<file path="src/rtl/crs_pkg.sv">
package crs_pkg;

    // Control states of the serializer
    typedef enum logic [2:0] {
        ST_IDLE  = 3'd0,   // between scanlines
        ST_READY = 3'd1,   // scanline open, first code awaited
        ST_FADDR = 3'd2,   // address on glyph memory
        ST_FDATA = 3'd3,   // glyph slice returned
        ST_SHIFT = 3'd4    // pixels of a cell going out
    } crs_state_e;

endpackage

</file>
<file path="src/rtl/crs_fetch.sv">
// Glyph address register and scanline counters.
module crs_fetch #(
    parameter int CODE_W   = 8,
    parameter int SLOT_W   = 4,
    parameter int GLY_ROWS = 10,
    parameter int LINES    = 250
) (
    input  logic                        clk,
    input  logic                        rst_n,
    input  logic                        accept,
    input  logic [CODE_W-1:0]           code,
    input  logic                        line_done,
    output logic [CODE_W+SLOT_W-1:0]    glyph_addr,
    output logic [$clog2(LINES)-1:0]    line_num
);

    localparam int                LN_W      = $clog2(LINES);
    localparam logic [LN_W-1:0]   LN_LAST   = LN_W'(LINES - 1);
    localparam logic [SLOT_W-1:0] SLOT_LAST = SLOT_W'(GLY_ROWS - 1);

    logic [SLOT_W-1:0] slot;

    // Scanline counter and its modulo-GLY_ROWS companion
    always_ff @(posedge clk) begin
        if (!rst_n) begin
            line_num <= '0;
            slot     <= '0;
        end else if (line_done) begin
            if (line_num == LN_LAST) begin
                line_num <= '0;
                slot     <= '0;
            end else begin
                line_num <= line_num + 1'b1;
                slot     <= (slot == SLOT_LAST) ? '0 : slot + 1'b1;
            end
        end
    end

    // Address = code * 2**SLOT_W + slot
    always_ff @(posedge clk) begin
        if (!rst_n)
            glyph_addr <= '0;
        else if (accept)
            glyph_addr <= {code, slot};
    end

endmodule

</file>
<file path="src/rtl/crs_attr.sv">
// Row and screen attribute registers.
module crs_attr #(
    parameter int ATTR_W = 4
) (
    input  logic              clk,
    input  logic              rst_n,
    input  logic              line_begin,
    input  logic              first_raster,
    input  logic              mark_set,
    input  logic [ATTR_W-1:0] mark_val,
    input  logic              vsync,
    output logic [ATTR_W-1:0] row_attr,
    output logic [ATTR_W-1:0] scr_attr
);

    always_ff @(posedge clk) begin
        if (!rst_n)
            row_attr <= '0;
        else if (mark_set)
            row_attr <= mark_val;
        else if (line_begin && !first_raster)
            row_attr <= scr_attr;
    end

    always_ff @(posedge clk) begin
        if (!rst_n)
            scr_attr <= '0;
        else if (vsync)
            scr_attr <= '0;
        else if (line_begin && first_raster)
            scr_attr <= row_attr;
    end

endmodule

</file>
<file path="src/rtl/crs_shifter.sv">
// Cell shift register, most significant bit out first.
module crs_shifter #(
    parameter int CELL_W = 14,
    parameter int INV_W  = 8
) (
    input  logic                        clk,
    input  logic                        rst_n,
    input  logic                        load,
    input  logic                        invert,
    input  logic [CELL_W-1:0]           din,
    input  logic                        shift,
    output logic                        pix,
    output logic [$clog2(CELL_W)-1:0]   idx
);

    localparam logic [CELL_W-1:0] INV_MASK = {{(CELL_W-INV_W){1'b0}}, {INV_W{1'b1}}};
    localparam int                IDX_W    = $clog2(CELL_W);
    localparam logic [IDX_W-1:0]  IDX_LAST = IDX_W'(CELL_W - 1);

    logic [CELL_W-1:0] sr;

    always_ff @(posedge clk) begin
        if (!rst_n) begin
            sr  <= '0;
            idx <= '0;
        end else if (load) begin
            sr  <= invert ? (din ^ INV_MASK) : din;
            idx <= '0;
        end else if (shift) begin
            sr  <= {sr[CELL_W-2:0], 1'b0};
            idx <= (idx == IDX_LAST) ? '0 : idx + 1'b1;
        end
    end

    assign pix = sr[CELL_W-1];

endmodule

</file>
<file path="src/rtl/char_row_serializer.sv">
module char_row_serializer
    import crs_pkg::*;
#(
    parameter int CODE_W   = 8,
    parameter int SLOT_W   = 4,
    parameter int GLY_ROWS = 10,
    parameter int LINES    = 250,
    parameter int CELL_W   = 14,
    parameter int INV_W    = 8,
    parameter int ATTR_W   = 4,
    parameter int MARK_BIT = 4,
    parameter int RA_W     = 4,
    parameter int COL_W    = 7
) (
    input  logic                        clk,
    input  logic                        rst_n,
    input  logic                        line_start,
    input  logic [RA_W-1:0]             raster_line,
    input  logic                        vsync,
    input  logic                        chr_valid,
    input  logic [CODE_W-1:0]           chr_code,
    input  logic [COL_W-1:0]            cursor_col,
    output logic [CODE_W+SLOT_W-1:0]    glyph_addr,
    input  logic [CELL_W-1:0]           glyph_data,
    output logic                        pix_out,
    output logic                        pix_valid,
    output logic [ATTR_W-1:0]           attr_out,
    output logic [$clog2(LINES)-1:0]    line_num
);

    localparam int               IDX_W    = $clog2(CELL_W);
    localparam logic [IDX_W-1:0] ACC_IDX  = IDX_W'(CELL_W - 3);
    localparam logic [IDX_W-1:0] LAST_IDX = IDX_W'(CELL_W - 1);

    crs_state_e        state, state_nx;
    logic [IDX_W-1:0]  idx;
    logic [COL_W-1:0]  col;
    logic              cur_hit;
    logic              q_addr, q_data;
    logic              last_pix, accept, line_begin, load, line_done, mark_set;
    logic              sr_pix;
    logic [ATTR_W-1:0] row_attr, scr_attr;

    assign last_pix   = (state == ST_SHIFT) && (idx == LAST_IDX);
    assign accept     = chr_valid &&
                        ((state == ST_READY) || ((state == ST_SHIFT) && (idx == ACC_IDX)));
    assign line_begin = line_start && (state == ST_IDLE);
    assign load       = (state == ST_FDATA) || (last_pix && q_data);
    assign line_done  = last_pix && !q_data;
    assign mark_set   = accept && chr_code[CODE_W-1] && chr_code[MARK_BIT];

    // State register
    always_ff @(posedge clk) begin
        if (!rst_n)
            state <= ST_IDLE;
        else
            state <= state_nx;
    end

    // Transitions
    always_comb begin
        state_nx = state;
        unique case (state)
            ST_IDLE:  if (line_start) state_nx = ST_READY;     // T_BEGIN
            ST_READY: if (chr_valid)  state_nx = ST_FADDR;     // T_ACCEPT
            ST_FADDR: state_nx = ST_FDATA;                     // T_READ
            ST_FDATA: state_nx = ST_SHIFT;                     // T_LOAD
            ST_SHIFT: if (last_pix && !q_data) state_nx = ST_IDLE; // T_END, else T_CHAIN
            default:  state_nx = ST_IDLE;
        endcase
    end

    // Overlapped fetch tracking and cursor column
    always_ff @(posedge clk) begin
        if (!rst_n) begin
            q_addr  <= 1'b0;
            q_data  <= 1'b0;
            col     <= '0;
            cur_hit <= 1'b0;
        end else begin
            q_addr <= accept && (state == ST_SHIFT);
            q_data <= q_addr;
            if (line_begin)
                col <= '0;
            else if (accept)
                col <= col + 1'b1;
            if (accept)
                cur_hit <= (col == cursor_col);
        end
    end

    crs_fetch #(
        .CODE_W(CODE_W), .SLOT_W(SLOT_W), .GLY_ROWS(GLY_ROWS), .LINES(LINES)
    ) u_fetch (
        .clk(clk), .rst_n(rst_n), .accept(accept), .code(chr_code),
        .line_done(line_done), .glyph_addr(glyph_addr), .line_num(line_num)
    );

    crs_attr #(.ATTR_W(ATTR_W)) u_attr (
        .clk(clk), .rst_n(rst_n), .line_begin(line_begin),
        .first_raster(raster_line == '0), .mark_set(mark_set),
        .mark_val(chr_code[ATTR_W-1:0]), .vsync(vsync),
        .row_attr(row_attr), .scr_attr(scr_attr)
    );

    crs_shifter #(.CELL_W(CELL_W), .INV_W(INV_W)) u_shift (
        .clk(clk), .rst_n(rst_n), .load(load), .invert(cur_hit),
        .din(glyph_data), .shift(state == ST_SHIFT), .pix(sr_pix), .idx(idx)
    );

    // Outputs
    always_comb begin
        pix_valid = (state == ST_SHIFT);
        pix_out   = (state == ST_SHIFT) && sr_pix;
        attr_out  = row_attr;
    end

endmodule

</file>
<file path="config.mk">
export PLATFORM = sky130hd
export DESIGN_NAME = char_row_serializer
export DESIGN_NICKNAME = d
export VERILOG_FILES = /design/src/rtl/crs_pkg.sv /design/src/rtl/crs_fetch.sv /design/src/rtl/crs_attr.sv /design/src/rtl/crs_shifter.sv /design/src/rtl/char_row_serializer.sv
export SDC_FILE = /design/constraint.sdc
export NUM_CORES = 1
export LEC_CHECK = 0
export BUFFER_PORTS_ARGS = -buffer_cell sky130_fd_sc_hd__buf_4
export CORE_MARGIN = 2
export CORE_UTILIZATION = 54
export CTS_CLUSTER_SIZE = 25
export DETAILED_ROUTE_END_ITERATION = 10
export GPL_ROUTABILITY_DRIVEN = 0
export PLACE_DENSITY = 0.81
export SLEW_MARGIN = 20
export SYNTH_ARGS = -nofsm -noshare
export SYNTH_HDL_FRONTEND = slang
export SYNTH_SLANG_ARGS = --single-unit
</file>
<file path="constraint.sdc">
create_clock -name clk -period 2.42 [get_ports clk]
set_clock_uncertainty 0.1 [all_clocks]
set_input_delay 0.121 -clock clk [delete_from_list [all_inputs] [get_ports clk]]
set_output_delay 0.121 -clock clk [all_outputs]
set_load 0.005 [all_outputs]
</file>
**Yosys cells after proc, flatten, opt, wreduce, memory -nomap -nowiden**

Index checks and enable logic that the tools add are counted.

- Equality and inequality tests: 12
- Reduce and logical (&&, ||, !) cells: 24
- Add/subtract/negate cells: 4
- Multiplexer cells: 13
- Bitwise operators: 2

Operators with widths:

| kind | number |
|---|---|
| two-way mux 14 bit | 2 |
| two-way mux 4 bit | 5 |
| two-way mux 8 bit | 2 |
| one-hot mux 3 bit (5 select lines) | 1 |
| == test 4 bit (second input constant) | 3 |
| logical AND 1 bit | 12 |
| two-way mux 3 bit | 3 |
| adder 4 x 1 -> 4 bit (second input constant) | 2 |
| adder 8 x 1 -> 8 bit (second input constant) | 1 |
| == test 8 bit (second input constant) | 1 |
| NOT 8 bit | 1 |
| adder 7 x 1 -> 7 bit (second input constant) | 1 |
| == test 7 bit | 1 |
| == test 3 x 2 -> 1 bit (second input constant) | 2 |
| OR reduction 2 bit | 3 |
| logical NOT 4 bit | 1 |
| inequality test 2 bit (second input constant) | 2 |
| nonzero test 2 bit | 2 |
| == test 3 x 1 -> 1 bit (second input constant) | 1 |
| == test 3 bit (second input constant) | 1 |
| logical NOT 3 bit | 1 |
| AND reduction 3 bit | 1 |
| logical NOT 1 bit | 2 |
| logical OR 1 bit | 2 |
| 2 further kinds | 2 |

- Register bits: 63
- Output and inout bits: 26
- Word-level logic and storage cells: 67
- Input bits: 38

**Logic depth before layout (Yosys ltp)**

Gate-level depths: netlist of run 1.

- Word-level depth: 7
- Gate-level depth with buffers: 7
- Depth with buffers taken out: 6

**Cells and area by module**

A second synthesis of run 1 with hierarchy kept.

- Cell total of the unflattened synthesis: 316
- Area, all modules: 2,945.3 µm²

By module, submodules not included:

| module | cells each | seq. area each (µm²) | instances | area an instance (µm²) |
|---|---|---|---|---|
| crs_fetch | 118 | 480.5 | 1 | 1,102.3 |
| crs_shifter | 81 | 360.3 | 1 | 808.3 |
| char_row_serializer | 80 | 260.2 | 1 | 714.4 |
| crs_attr | 37 | 160.2 | 1 | 320.3 |

**Least setup slack after synthesis of run 1**

No wires, ideal clock.

- Path kind: reg-to-reg
- From: register state[0]
- To: register u_attr.row_attr[0]
- Arrival time: 1.490 ns
- Library setup time: 0.129 ns
- Data required time: 2.191 ns
- Stages on the path, launching flop included: 8
- Slack: 0.701 ns
- Clock period less this slack: 1.719 ns
- Buffers on the path: 3
- Cell sequence: dfxtp_1 buf_4 and4bb_2 a31oi_1 buf_2 buf_2 o41ai_1 a21oi_1

- Cells in the longest elaborated chain, start to end: 7
- Elaborated cells between the ends (all ways): 12
- Classes of those cells: eq/ne (2); mux (1); reduce/logical (9)

RTL lines:

| item | line | text |
|---|---|---|
| start, declared | char_row_serializer.sv:35 | `crs_state_e state, state_nx;` |
| start signal, assigned | char_row_serializer.sv:57 | `state <= state_nx;` |
| == test 3 bit | char_row_serializer.sv:46 | `((state == ST_READY) \|\| ((state == ST_SHIFT) && (idx == ACC_IDX)));` |
| logical AND 1 bit | char_row_serializer.sv:46 |  |
| logical OR 1 bit | char_row_serializer.sv:46 |  |
| logical AND 1 bit | char_row_serializer.sv:45 | `assign accept = chr_valid &&` |
| logical AND 1 bit (2 in series) | char_row_serializer.sv:50 | `assign mark_set = accept && chr_code[CODE_W-1] && chr_code[MARK_BIT];` |
| two-way mux 4 bit / nonzero test 2 bit (equally long branches) | - |  |
| end signal, assigned | crs_attr.sv:20 | `row_attr <= mark_val;` |
| end signal, assigned | crs_attr.sv:22 | `row_attr <= scr_attr;` |
| end, declared | crs_attr.sv:12 | `output logic [ATTR_W-1:0] row_attr,` |

Parallel ways exist; a longest one is shown, timed or not.
A chain may end at the register's enable or synchronous reset.

**Worst setup path in the final report of run 1**

- From: register state[0]
- To: register cur_hit

- Cells in the longest elaborated chain, start to end: 4
- Elaborated cells between the ends (all ways): 5
- Classes of those cells: eq/ne (2); reduce/logical (3)

RTL lines:

| item | line | text |
|---|---|---|
| == test 3 bit | char_row_serializer.sv:46 |  |
| logical AND 1 bit | char_row_serializer.sv:46 |  |
| logical OR 1 bit (*) | char_row_serializer.sv:46 |  |
| logical AND 1 bit (*) | char_row_serializer.sv:45 |  |
| end signal, assigned | char_row_serializer.sv:88 | `cur_hit <= (col == cursor_col);` |
| end, declared | char_row_serializer.sv:38 | `logic cur_hit;` |

Every way passes the cells marked *; elsewhere a longest branch is shown, timed or not.

==> results.txt, run 1 <==
status -> finished clean
Critical Path Source -> state[0]
Core Region -> 5510 sq um
#FFs+latches synth -> 63
list of most frequent post-synthesis cells -> dfxtp_1, nand2_1, mux2i_1, o21ai_0
die width -> 79.3 um
P_int -> 1.70 mW
CTS Buffer Depth -> 2
WP buf/inv -> 0
DR vias -> 2771
Synth Instances -> 340
asr flop ratio synth -> 0%
Top-Level Pins -> 64
Mapped Area -> 3060 sq um
most frequent cell after synthesis -> dfxtp_1
Clk Latency, worst-skew pair -> 0.33 ns
share of cells above drive strength 1 -> 22.5%
hold crit path type -> in -> reg
Routed WL -> 6950 um
clk slew on worst S/H paths -> 0.07 ns
sequential power share -> 48.4%
period utilization -> 84.0%
drt pass-1 iters -> 4
Residual DRC -> 0
Area Growth Syn to Fin -> 27.8%
distinct cell type count after synthesis -> 49
total global routing overflow -> 0
Worst Setup End Kind -> flip-flop
die height -> 79.3 um
port bufs -> 63
P_sw -> 0.529 mW
TritonCTS buffer count -> 9
Avg Vias per Cell -> 5.67
type of origin of the critical path -> flip-flop
die area -> 6290 sq um
CP Cell Sequence -> nor2b_1, a31oi_1, nor2_1, o21ai_0
Max-cap violations -> 0
sequential fraction of the synthesis area -> 41.2%
Worst path slowest cell -> nor2_1
Nets -> 456
DR WL/cell -> 14.2 um
CTS tree -> yes
WP data required -> 2.50 ns
Critical Path AT -> 2.11 ns
fmax -> 492 MHz
delay of the slowest critical-path stage -> 0.66 ns
Comb pwr share -> 10.7%
global router's overall resource usage -> 23.1%
Crit Path Class -> reg -> reg
Synth Area per Inst -> 9.00 sq um
post-detail-place hpwl -> 4660 um
H-tree levels -> 3
reg-to-reg startpoint -> state[0]
largest net degree at the start of global routing -> 35
area share of the leading cell type in the synthesized netlist -> 41.2%
static leakage -> 1.70 nW
clk sink count -> 63
Max VDD drop -> 459 uV
synthesis warning total -> 0
RSZ-0062 raised after global routing -> no
Final Max Tran Viols -> 0
CTS hold repair buffers -> 15
EDFF count, synth -> 0
Crit Path Max Fanout -> 14
Hold Startpoint -> vsync
# setup viols final -> 0
top cells by area, synth -> dfxtp_1, mux2i_1, o211a_1
setup_tns -> 0 ns
root buf cell -> clkbuf_8
fillers -> 444
initial cell density of the core -> 55.6%
worst rel slew slack -> 45.4%
clock network power share -> 40.9%
site row count -> 27
first-pass GRT wire length -> 11400 um
Crit path max-delay family -> simple AND/OR/NAND/NOR gates
# diodes -> 0
ys flop type -> dfxtp_1
Hold Worst Slack -> 0.0237 ns
syn_nets -> 383
post_cts resized -> 0
Worst Max-Slew Pin Slew -> 0.816 ns
Antenna Nets Post-Route -> 0
antenna violations before repair -> 0
post-CTS setup buffers -> 0
min Tclk post-route -> 2.03 ns
vias in the first global route -> 2536
initial DRC count -> 187
Sw Ratio -> 23.7%
PwrDens -> 571 nW/um^2
Final Hold Viols -> 0
post-synth top area cell -> dfxtp_1
state kept, by name, indices dropped and copies added (netlist names):
register,flops
u_shift.sr,14
u_fetch.glyph_addr,12
u_fetch.line_num,8
col,7
u_attr.row_attr,4
u_attr.scr_attr,4
u_fetch.slot,4
u_shift.idx,4
state,3
cur_hit,1
q_addr,1
q_data,1
power by group through the flow:
stage | clock network [mW] | registers (mW) | logic, mW
2_1_floorplan | 0 | 1.09 | 0.135
3_3_place_gp | 0 | 1.10 | 0.213
3_5_place_dp | 0 | 1.10 | 0.217
4_1_cts | 0.931 | 1.08 | 0.237
5_1_grt | 0.972 | 1.08 | 0.262
6_report | 0.913 | 1.08 | 0.240
cells in the final DEF (no fill, tap or decap), drive strengths merged, types with 2 or more instances in the layout:
| cell type | Yosys | routed |
|---|---|---|
| buf | 11 | 71 |
| dfxtp | 63 | 63 |
| nand2 | 43 | 43 |
| o21ai | 21 | 21 |
| mux2i | 21 | 21 |
| a21oi | 19 | 19 |
| nand4 | 19 | 19 |
| o211a | 16 | 16 |
| dlygate4sd3 | 0 | 15 |
| xor2 | 12 | 12 |
| nor2 | 12 | 12 |
| nand3 | 11 | 11 |
| clkbuf | 13 | 11 |
| xnor2 | 9 | 9 |
| or3 | 8 | 8 |
| inv | 5 | 5 |
| ha | 5 | 5 |
| nand2b | 4 | 4 |
| o41ai | 4 | 4 |
| or4 | 4 | 4 |
| and2 | 4 | 4 |
| nor2b | 3 | 3 |
| nor4 | 3 | 3 |
| and3 | 3 | 3 |
| clkinv | 0 | 3 |
| and4bb | 3 | 3 |
| nand4b | 2 | 2 |
| o211ai | 2 | 2 |
| and4 | 2 | 2 |
| a21boi | 2 | 2 |
| nor3 | 2 | 2 |
| nor3b | 2 | 2 |
worst register-to-register path: stages, from the launching register on:
cell and delay, ns:
dfxtp_1 0.50, nor2b_1 0.30, a31oi_1 0.10, nor2_1 0.66, o21ai_0 0.22
routing by layer:
layer	track usage, %	vias up	share of wire [%]
li1	-	1385	-
met1	29.4	1283	45
met2	37.1	89	48
met3	4.66	14	5.4
met4	11.9	0	2.0
met5	0	-	0
cell type report:
type | count | area [sq um] | share of cell area, %
tap | 72 | 90.1 | 2.30
clock inverter | 4 | 45.0 | 1.15
sequential | 63 | 1260 | 32.2
timing repair buffer | 86 | 683 | 17.5
clock buffer | 11 | 151 | 3.87
inverter | 5 | 18.8 | 0.480
multi-input combinational | 248 | 1660 | 42.5
stage by stage:
stage          power, mW  util, %  instances  cell area [sq um]  setup slack (ns)
2_1_floorplan       1.23        -        340               3060             0.701
3_3_place_gp        1.31     64.8        459               3570             0.508
3_5_place_dp        1.32     64.8        459               3570             0.452
4_1_cts             2.25     71.1        489               3910             0.424
5_1_grt             2.32     71.1        489               3910             0.144
6_report            2.23     71.1        489               3910             0.387
path summary, 6_finish.rpt:
kind / slack, ns / endpoint / cells after the start
max: 0.39 / cur_hit / 4
min: 0.02 / u_attr.scr_attr[1] / 3
max reg2reg: 0.39 / cur_hit / 4
min reg2reg: 0.34 / q_data / 1
cell families (layout without fill, tap and decap cells):
kind of cell | Yosys count | after routing | synth area share [%]
AO/OA/AOI/OAI | 72 | 72 | 15.9
XOR/XNOR | 21 | 21 | 6.01
adder cells (fa/ha/maj) | 5 | 5 | 2.04
buffers and inverters | 29 | 106 | 4.62
flip-flops | 63 | 63 | 41.2
multiplexers | 21 | 21 | 6.87
AND/OR/NAND/NOR | 129 | 129 | 23.4
(Power assumes the default switching activity.)
==> run 2, diff against run 1 <==
--- a/config.mk
+++ b/config.mk
@@ -7,11 +7,11 @@
 export LEC_CHECK = 0
 export BUFFER_PORTS_ARGS = -buffer_cell sky130_fd_sc_hd__buf_4
 export CORE_MARGIN = 2
-export CORE_UTILIZATION = 54
+export CORE_UTILIZATION = 49
 export CTS_CLUSTER_SIZE = 25
 export DETAILED_ROUTE_END_ITERATION = 10
 export GPL_ROUTABILITY_DRIVEN = 0
-export PLACE_DENSITY = 0.81
+export PLACE_DENSITY = 0.78
 export SLEW_MARGIN = 20
 export SYNTH_ARGS = -nofsm -noshare
 export SYNTH_HDL_FRONTEND = slang
==> constraint.sdc (replaced) <==
create_clock -name clk -period 1.8 [get_ports clk]
set_clock_uncertainty 0.1 [all_clocks]
set_input_delay 0.09 -clock clk [delete_from_list [all_inputs] [get_ports clk]]
set_output_delay 0.09 -clock clk [all_outputs]
set_load 0.005 [all_outputs]
==> run 2 against run 1 <==
  * Global-route usage shrank 1.7 points
  * Via count rose by 2.9%
  * Clock power increased by 31%
  * Setup slack worse by 0.30 ns
  * Combinational power up 53%
  * Worst hold slack worse by 0.0062 ns
  * Final area is 6.6% higher
  * Sequential share of layout area shrank 1.9 points
  * First-iteration DRC count is 3.2% lower
  * Utilization is 1.5 points lower
  * Register-to-register slack lost 0.30 ns
  * Highest routed layer unchanged
==> results.txt, run 2 (synthesis results as in run 1) <==
Largest Register -> u_shift.sr
Sw Ratio -> 23.9%
# setup viols final -> 0
CP Cell Sequence -> and4b_1, a32oi_1, buf_12, nand2_1, nor3_1
Worst Max-Slew Pin Slew -> 0.522 ns
Antenna Nets Post-Route -> 0
Top-Level Pins -> 64
die area -> 6890 sq um
Worst Reg-to-Reg Cells -> 5
clk sink count -> 63
Nets -> 482
Stages on worst setup path -> 5
fmax -> 583 MHz
Comb pwr share -> 12.1%
# diodes -> 0
post-detail-place hpwl -> 4790 um
sequential power share -> 48.0%
pre-CTS setup slack -> 0.0176 ns
most common cell after layout, fill and taps aside -> buf_4
Avg Vias per Cell -> 5.49
Pwr Total -> 3.02 mW
Max-cap violations -> 0
TritonCTS buffer count -> 9
Largest register FFs -> 14
Critical Path AT -> 1.88 ns
Crit Path Class -> reg -> reg
hold crit path type -> in -> reg
Crit path max-delay family -> simple AND/OR/NAND/NOR gates
die height -> 83.0 um
worst rel slew slack -> 65.2%
Routed WL -> 7420 um
Residual DRC -> 0
first-pass GRT wire length -> 12200 um
Final Max Tran Viols -> 0
DR WL/cell -> 14.3 um
Worst Setup End Kind -> flip-flop
total global routing overflow -> 0
commonest cells after routing, fill and taps aside -> buf_4, dfxtp_1, nand2_1
site row count -> 28
delay of the slowest critical-path stage -> 0.38 ns
static leakage -> 1.84 nW
CTS Buffer Depth -> 2
share of cells above drive strength 1 -> 27.5%
hold-critical path depth -> 3
Hold Worst Slack -> 0.0174 ns
setup_tns -> 0 ns
root buf cell -> clkbuf_8
WP data required -> 1.96 ns
Area Growth Syn to Fin -> 36.2%
status -> finished clean
drt pass-1 iters -> 4
P_int -> 2.30 mW
initial cell density of the core -> 51.1%
Regs by FF count -> u_shift.sr (14), u_fetch.glyph_addr (12), u_fetch.line_num (8)
P_sw -> 0.720 mW
H-tree levels -> 3
DR vias -> 2851
die width -> 83.0 um
Worst path slowest cell -> dfxtp_2
Crit Path Max Fanout -> 29
Clk Latency, worst-skew pair -> 0.34 ns
largest net degree at the start of global routing -> 42
antenna violations before repair -> 0
min Tclk post-route -> 1.71 ns
PwrDens -> 724 nW/um^2
final worst slack -> 0.0853 ns
clk slew on worst S/H paths -> 0.07 ns
period utilization -> 95.3%
vias in the first global route -> 2760
port bufs -> 63
WP buf/inv -> 1
CTS tree -> yes
Final Hold Viols -> 0
global router's overall resource usage -> 21.4%
Core Region -> 5990 sq um
initial DRC count -> 181
type of origin of the critical path -> flip-flop
clock network power share -> 39.9%
Max VDD drop -> 591 uV
fin util -> 69.6%
[run 2: changes by cell type in the layout (fill, tap and decap cells not counted), sizes merged]
cell,change
clkinv,-2
clkbuf,+2
clkinvlp,+1
buf,+23
dlygate4sd3,+3
[run 2: worst min-delay path: stages]
cell and delay, ns:
buf_4 0.08, xor2_1 0.05, o211a_1 0.20
[run 2: routing by layer]
layer / vias to the layer above / part of all wire, % / global-route usage, %
met4: 0 / 1.7 / 9.84
met2: 61 / 50 / 36.7
met5: - / 0 / 0
met3: 12 / 4.2 / 4.57
li1: 1435 / - / -
met1: 1343 / 44 / 25.7
[run 2: worst paths after layout]
kind                   from        endpoint  slack (ns)
max          u_shift.idx[1]  u_shift.idx[2]        0.09
min           glyph_data[7]   u_shift.sr[7]        0.02
max reg2reg  u_shift.idx[1]  u_shift.idx[2]        0.09
min reg2reg          q_addr          q_data        0.34
[run 2: cell type report]
| class | instances | area [sq um] |
|---|---|---|
| Multi-Input combinational cell | 248 | 1680 |
| Fill cell | 476 | 1820 |
| Clock inverter | 3 | 42.5 |
| Tap cell | 75 | 93.8 |
| Sequential cell | 63 | 1270 |
| Clock buffer | 13 | 149 |
| Timing Repair Buffer | 112 | 915 |
| Inverter | 5 | 18.8 |
[run 2: timing repair]
item / 4_1_cts / 5_1_grt
endpoints found under the setup margin: 7 / 25
hold buffers: 18 / 0
endpoints found under the hold margin: 25 / 0
resized for setup: 2 / 9
buffers inserted: 0 / 9
[run 2: through the flow]
step / instance area, sq um / std cells
after floorplan: 3060 / 340
after global placement: 3690 / 476
after detailed placement: 3690 / 476
after CTS: 4060 / 510
after global routing: 4170 / 519
final: 4170 / 519
[run 2: power by group through the flow]
stage | clock [mW] | sequential, mW | combinational (mW)
global placement | 0 | 1.48 | 0.313
finish | 1.20 | 1.45 | 0.367
detailed placement | 0 | 1.48 | 0.318
CTS | 1.23 | 1.45 | 0.352
floorplan | 0 | 1.47 | 0.181
global route | 1.29 | 1.45 | 0.402
==> run 3, diff against run 2 <==
--- a/config.mk
+++ b/config.mk
@@ -5,13 +5,14 @@
 export SDC_FILE = /design/constraint.sdc
 export NUM_CORES = 1
 export LEC_CHECK = 0
-export BUFFER_PORTS_ARGS = -buffer_cell sky130_fd_sc_hd__buf_4
 export CORE_MARGIN = 2
-export CORE_UTILIZATION = 49
+export CORE_UTILIZATION = 57
 export CTS_CLUSTER_SIZE = 25
 export DETAILED_ROUTE_END_ITERATION = 10
+export DONT_BUFFER_PORTS = 1
 export GPL_ROUTABILITY_DRIVEN = 0
-export PLACE_DENSITY = 0.78
+export PLACE_DENSITY = 0.77
+export RECOVER_POWER = 100
 export SLEW_MARGIN = 20
 export SYNTH_ARGS = -nofsm -noshare
 export SYNTH_HDL_FRONTEND = slang
==> run 3 against run 2 <==
  * The run now ends with negative hold slack left
  * Die area is 13% lower
  * Sequential power hardly changed
  * Worst hold slack worse by 0.018 ns
  * Final area is 7.4% lower
  * Combinational power is 11% lower
  * Clock power is 18% higher
  * Final cell count is 11% lower
  * Register-to-register slack worse by 0.04 ns
  * Wire length is 3.0% higher
  * Clock-buffer cell count is 1 lower
  * Fmax is 2.1% lower
  * Total power is 5.8% higher
  * Largest power group unchanged
==> results.txt, run 3 (synthesis results as in run 1) <==
status -> finished, violations left
failing checks -> negative hold slack
Crit Path Class -> reg -> reg
Routed WL -> 7650 um
initial cell density of the core -> 59.5%
Largest register FFs -> 14
Final Max Tran Viols -> 0
Max VDD drop -> 650 uV
commonest cells after routing, fill and taps aside -> dfxtp_1, nand2_1, dlygate4sd3_1
root buf cell -> clkbuf_8
Avg Vias per Cell -> 5.88
Final Hold Viols -> 1
antenna violations before repair -> 0
post-detail-place hpwl -> 4640 um
static leakage -> 1.60 nW
reg-to-reg startpoint -> state[0]
TritonCTS buffer count -> 9
Worst Reg-to-Reg Cells -> 6
clk sink count -> 63
largest net degree at the start of global routing -> 59
type of origin of the critical path -> flip-flop
clk slew on worst S/H paths -> 0.07 ns
period utilization -> 97.3%
Worst Hold End -> cur_hit
Area after DPL -> 3240 sq um
die width -> 77.3 um
most common cell after layout, fill and taps aside -> dfxtp_1
hold-critical path depth -> 4
Crit Path Max Fanout -> 17
total global routing overflow -> 0
initial DRC count -> 170
RSZ-0062 raised after global routing -> yes
WP data required -> 1.97 ns
DR WL/cell -> 16.6 um
Comb pwr share -> 10.2%
Worst Setup End Kind -> flip-flop
Critical Path AT -> 1.92 ns
Largest Register -> u_shift.sr
die area -> 5970 sq um
Area Growth Syn to Fin -> 26.1%
DR vias -> 2703
sequential power share -> 45.4%
PwrDens -> 827 nW/um^2
CTS tree -> yes
H-tree levels -> 3
Antenna Nets Post-Route -> 0
first-pass GRT wire length -> 11800 um
fmax -> 571 MHz
P_sw -> 0.749 mW
die height -> 77.3 um
CTS Buffer Depth -> 2
share of cells above drive strength 1 -> 13.6%
Residual DRC -> 0
FF-to-FF End -> col[2]
site row count -> 26
cell area after layout -> 3860 sq um
vias in the first global route -> 2456
Worst Max-Slew Pin Slew -> 0.568 ns
min Tclk post-route -> 1.75 ns
# diodes -> 0
Sw Ratio -> 23.5%
Worst R2R Setup Slack -> 0.05 ns
P_int -> 2.44 mW
Critical Path Source -> state[0]
Top-Level Pins -> 64
clock network power share -> 44.3%
Hold Worst Slack -> -0.000427 ns
Regs by FF count -> u_shift.sr (14), u_fetch.glyph_addr (12), u_fetch.line_num (8)
global router's overall resource usage -> 25.2%
worst rel slew slack -> 62.1%
Max-cap violations -> 0
setup_tns -> 0 ns
Pwr Total -> 3.19 mW
Core Region -> 5140 sq um
Clk Latency, worst-skew pair -> 0.35 ns
port bufs -> 0
Hold Startpoint -> cursor_col[4]
Nets -> 428
drt pass-1 iters -> 4
# setup viols final -> 0
hold crit path type -> in -> reg
-- run 3: changes by cell type in the layout (fill, tap and decap cells not counted), moves of 2 or more --
cell,change
clkbuf_1,+2
dfxtp_1,+3
dlygate4sd3_1,+12
buf_4,-74
dfxtp_2,-3
-- run 3: layout make-up --
| cell class | count | area, sq um |
|---|---|---|
| clock inverters | 4 | 76.3 |
| flip-flops and latches | 63 | 1260 |
| well taps | 70 | 87.6 |
| clock buffers | 12 | 155 |
| multi-input cells | 248 | 1710 |
| repair buffers | 58 | 546 |
| fillers | 377 | 1280 |
| inverters | 5 | 18.8 |
-- run 3: what timing repair did --
action / in CTS / in global routing
hold buffers: 32 / 0
setup buffers: 0 / 2
setup endpoints to repair: 18 / 20
endpoints found under the hold margin: 63 / 0
gates resized for setup: 2 / 13
pin swaps: 0 / 3
-- run 3: critical path, cell delays in order (launching register included) --
cell and delay (ns):
dfxtp_2 0.34, and4bb_2 0.31, a31oi_2 0.12, buf_6 0.18
buf_4 0.14, or3_1 0.34, a21oi_1 0.14
-- run 3: worst max-delay path by stage --
stage | to | slack [ns] | depth (start not counted)
5_1_grt | u_fetch.glyph_addr[6] | -0.02 | 4
3_3_place_gp | u_fetch.glyph_addr[5] | -0.09 | 4
4_1_cts | u_fetch.slot[1] | 0.02 | 5
3_5_place_dp | u_fetch.glyph_addr[6] | -0.19 | 4
2_1_floorplan | u_attr.row_attr[0] | 0.08 | 7
6_report | col[2] | 0.05 | 6
-- run 3: per-layer routing --
metal,vias up,GRT usage [%],wire (um)
li1,1326,-,-
met1,1305,29.7,3190
met2,63,43.4,3980
met3,9,7.29,365
met4,0,9.11,102
met5,-,0,0
-- run 3: power groups by stage --
stage	Clock, mW	Sequential (mW)	Combinational, mW
after detailed placement	0	1.48	0.224
after global placement	0	1.48	0.219
after floorplan	0	1.47	0.181
after global routing	1.51	1.45	0.354
after CTS	1.44	1.45	0.309
final	1.41	1.45	0.327
-- run 3: through the flow --
| step | utilization (%) | hold slack, ns | setup WS [ns] | instances |
|---|---|---|---|---|
| 6_report | 75.1 | -0.000427 | 0.0479 | 460 |
| 5_1_grt | 75.1 | 0.00306 | -0.0155 | 460 |
| 4_1_cts | 74.2 | 0.00889 | 0.0231 | 458 |
| 3_5_place_dp | 63.1 | 0.121 | -0.191 | 410 |
| 3_3_place_gp | 63.1 | 0.117 | -0.0850 | 410 |
| 2_1_floorplan | - | 0.132 | 0.0809 | 340 |
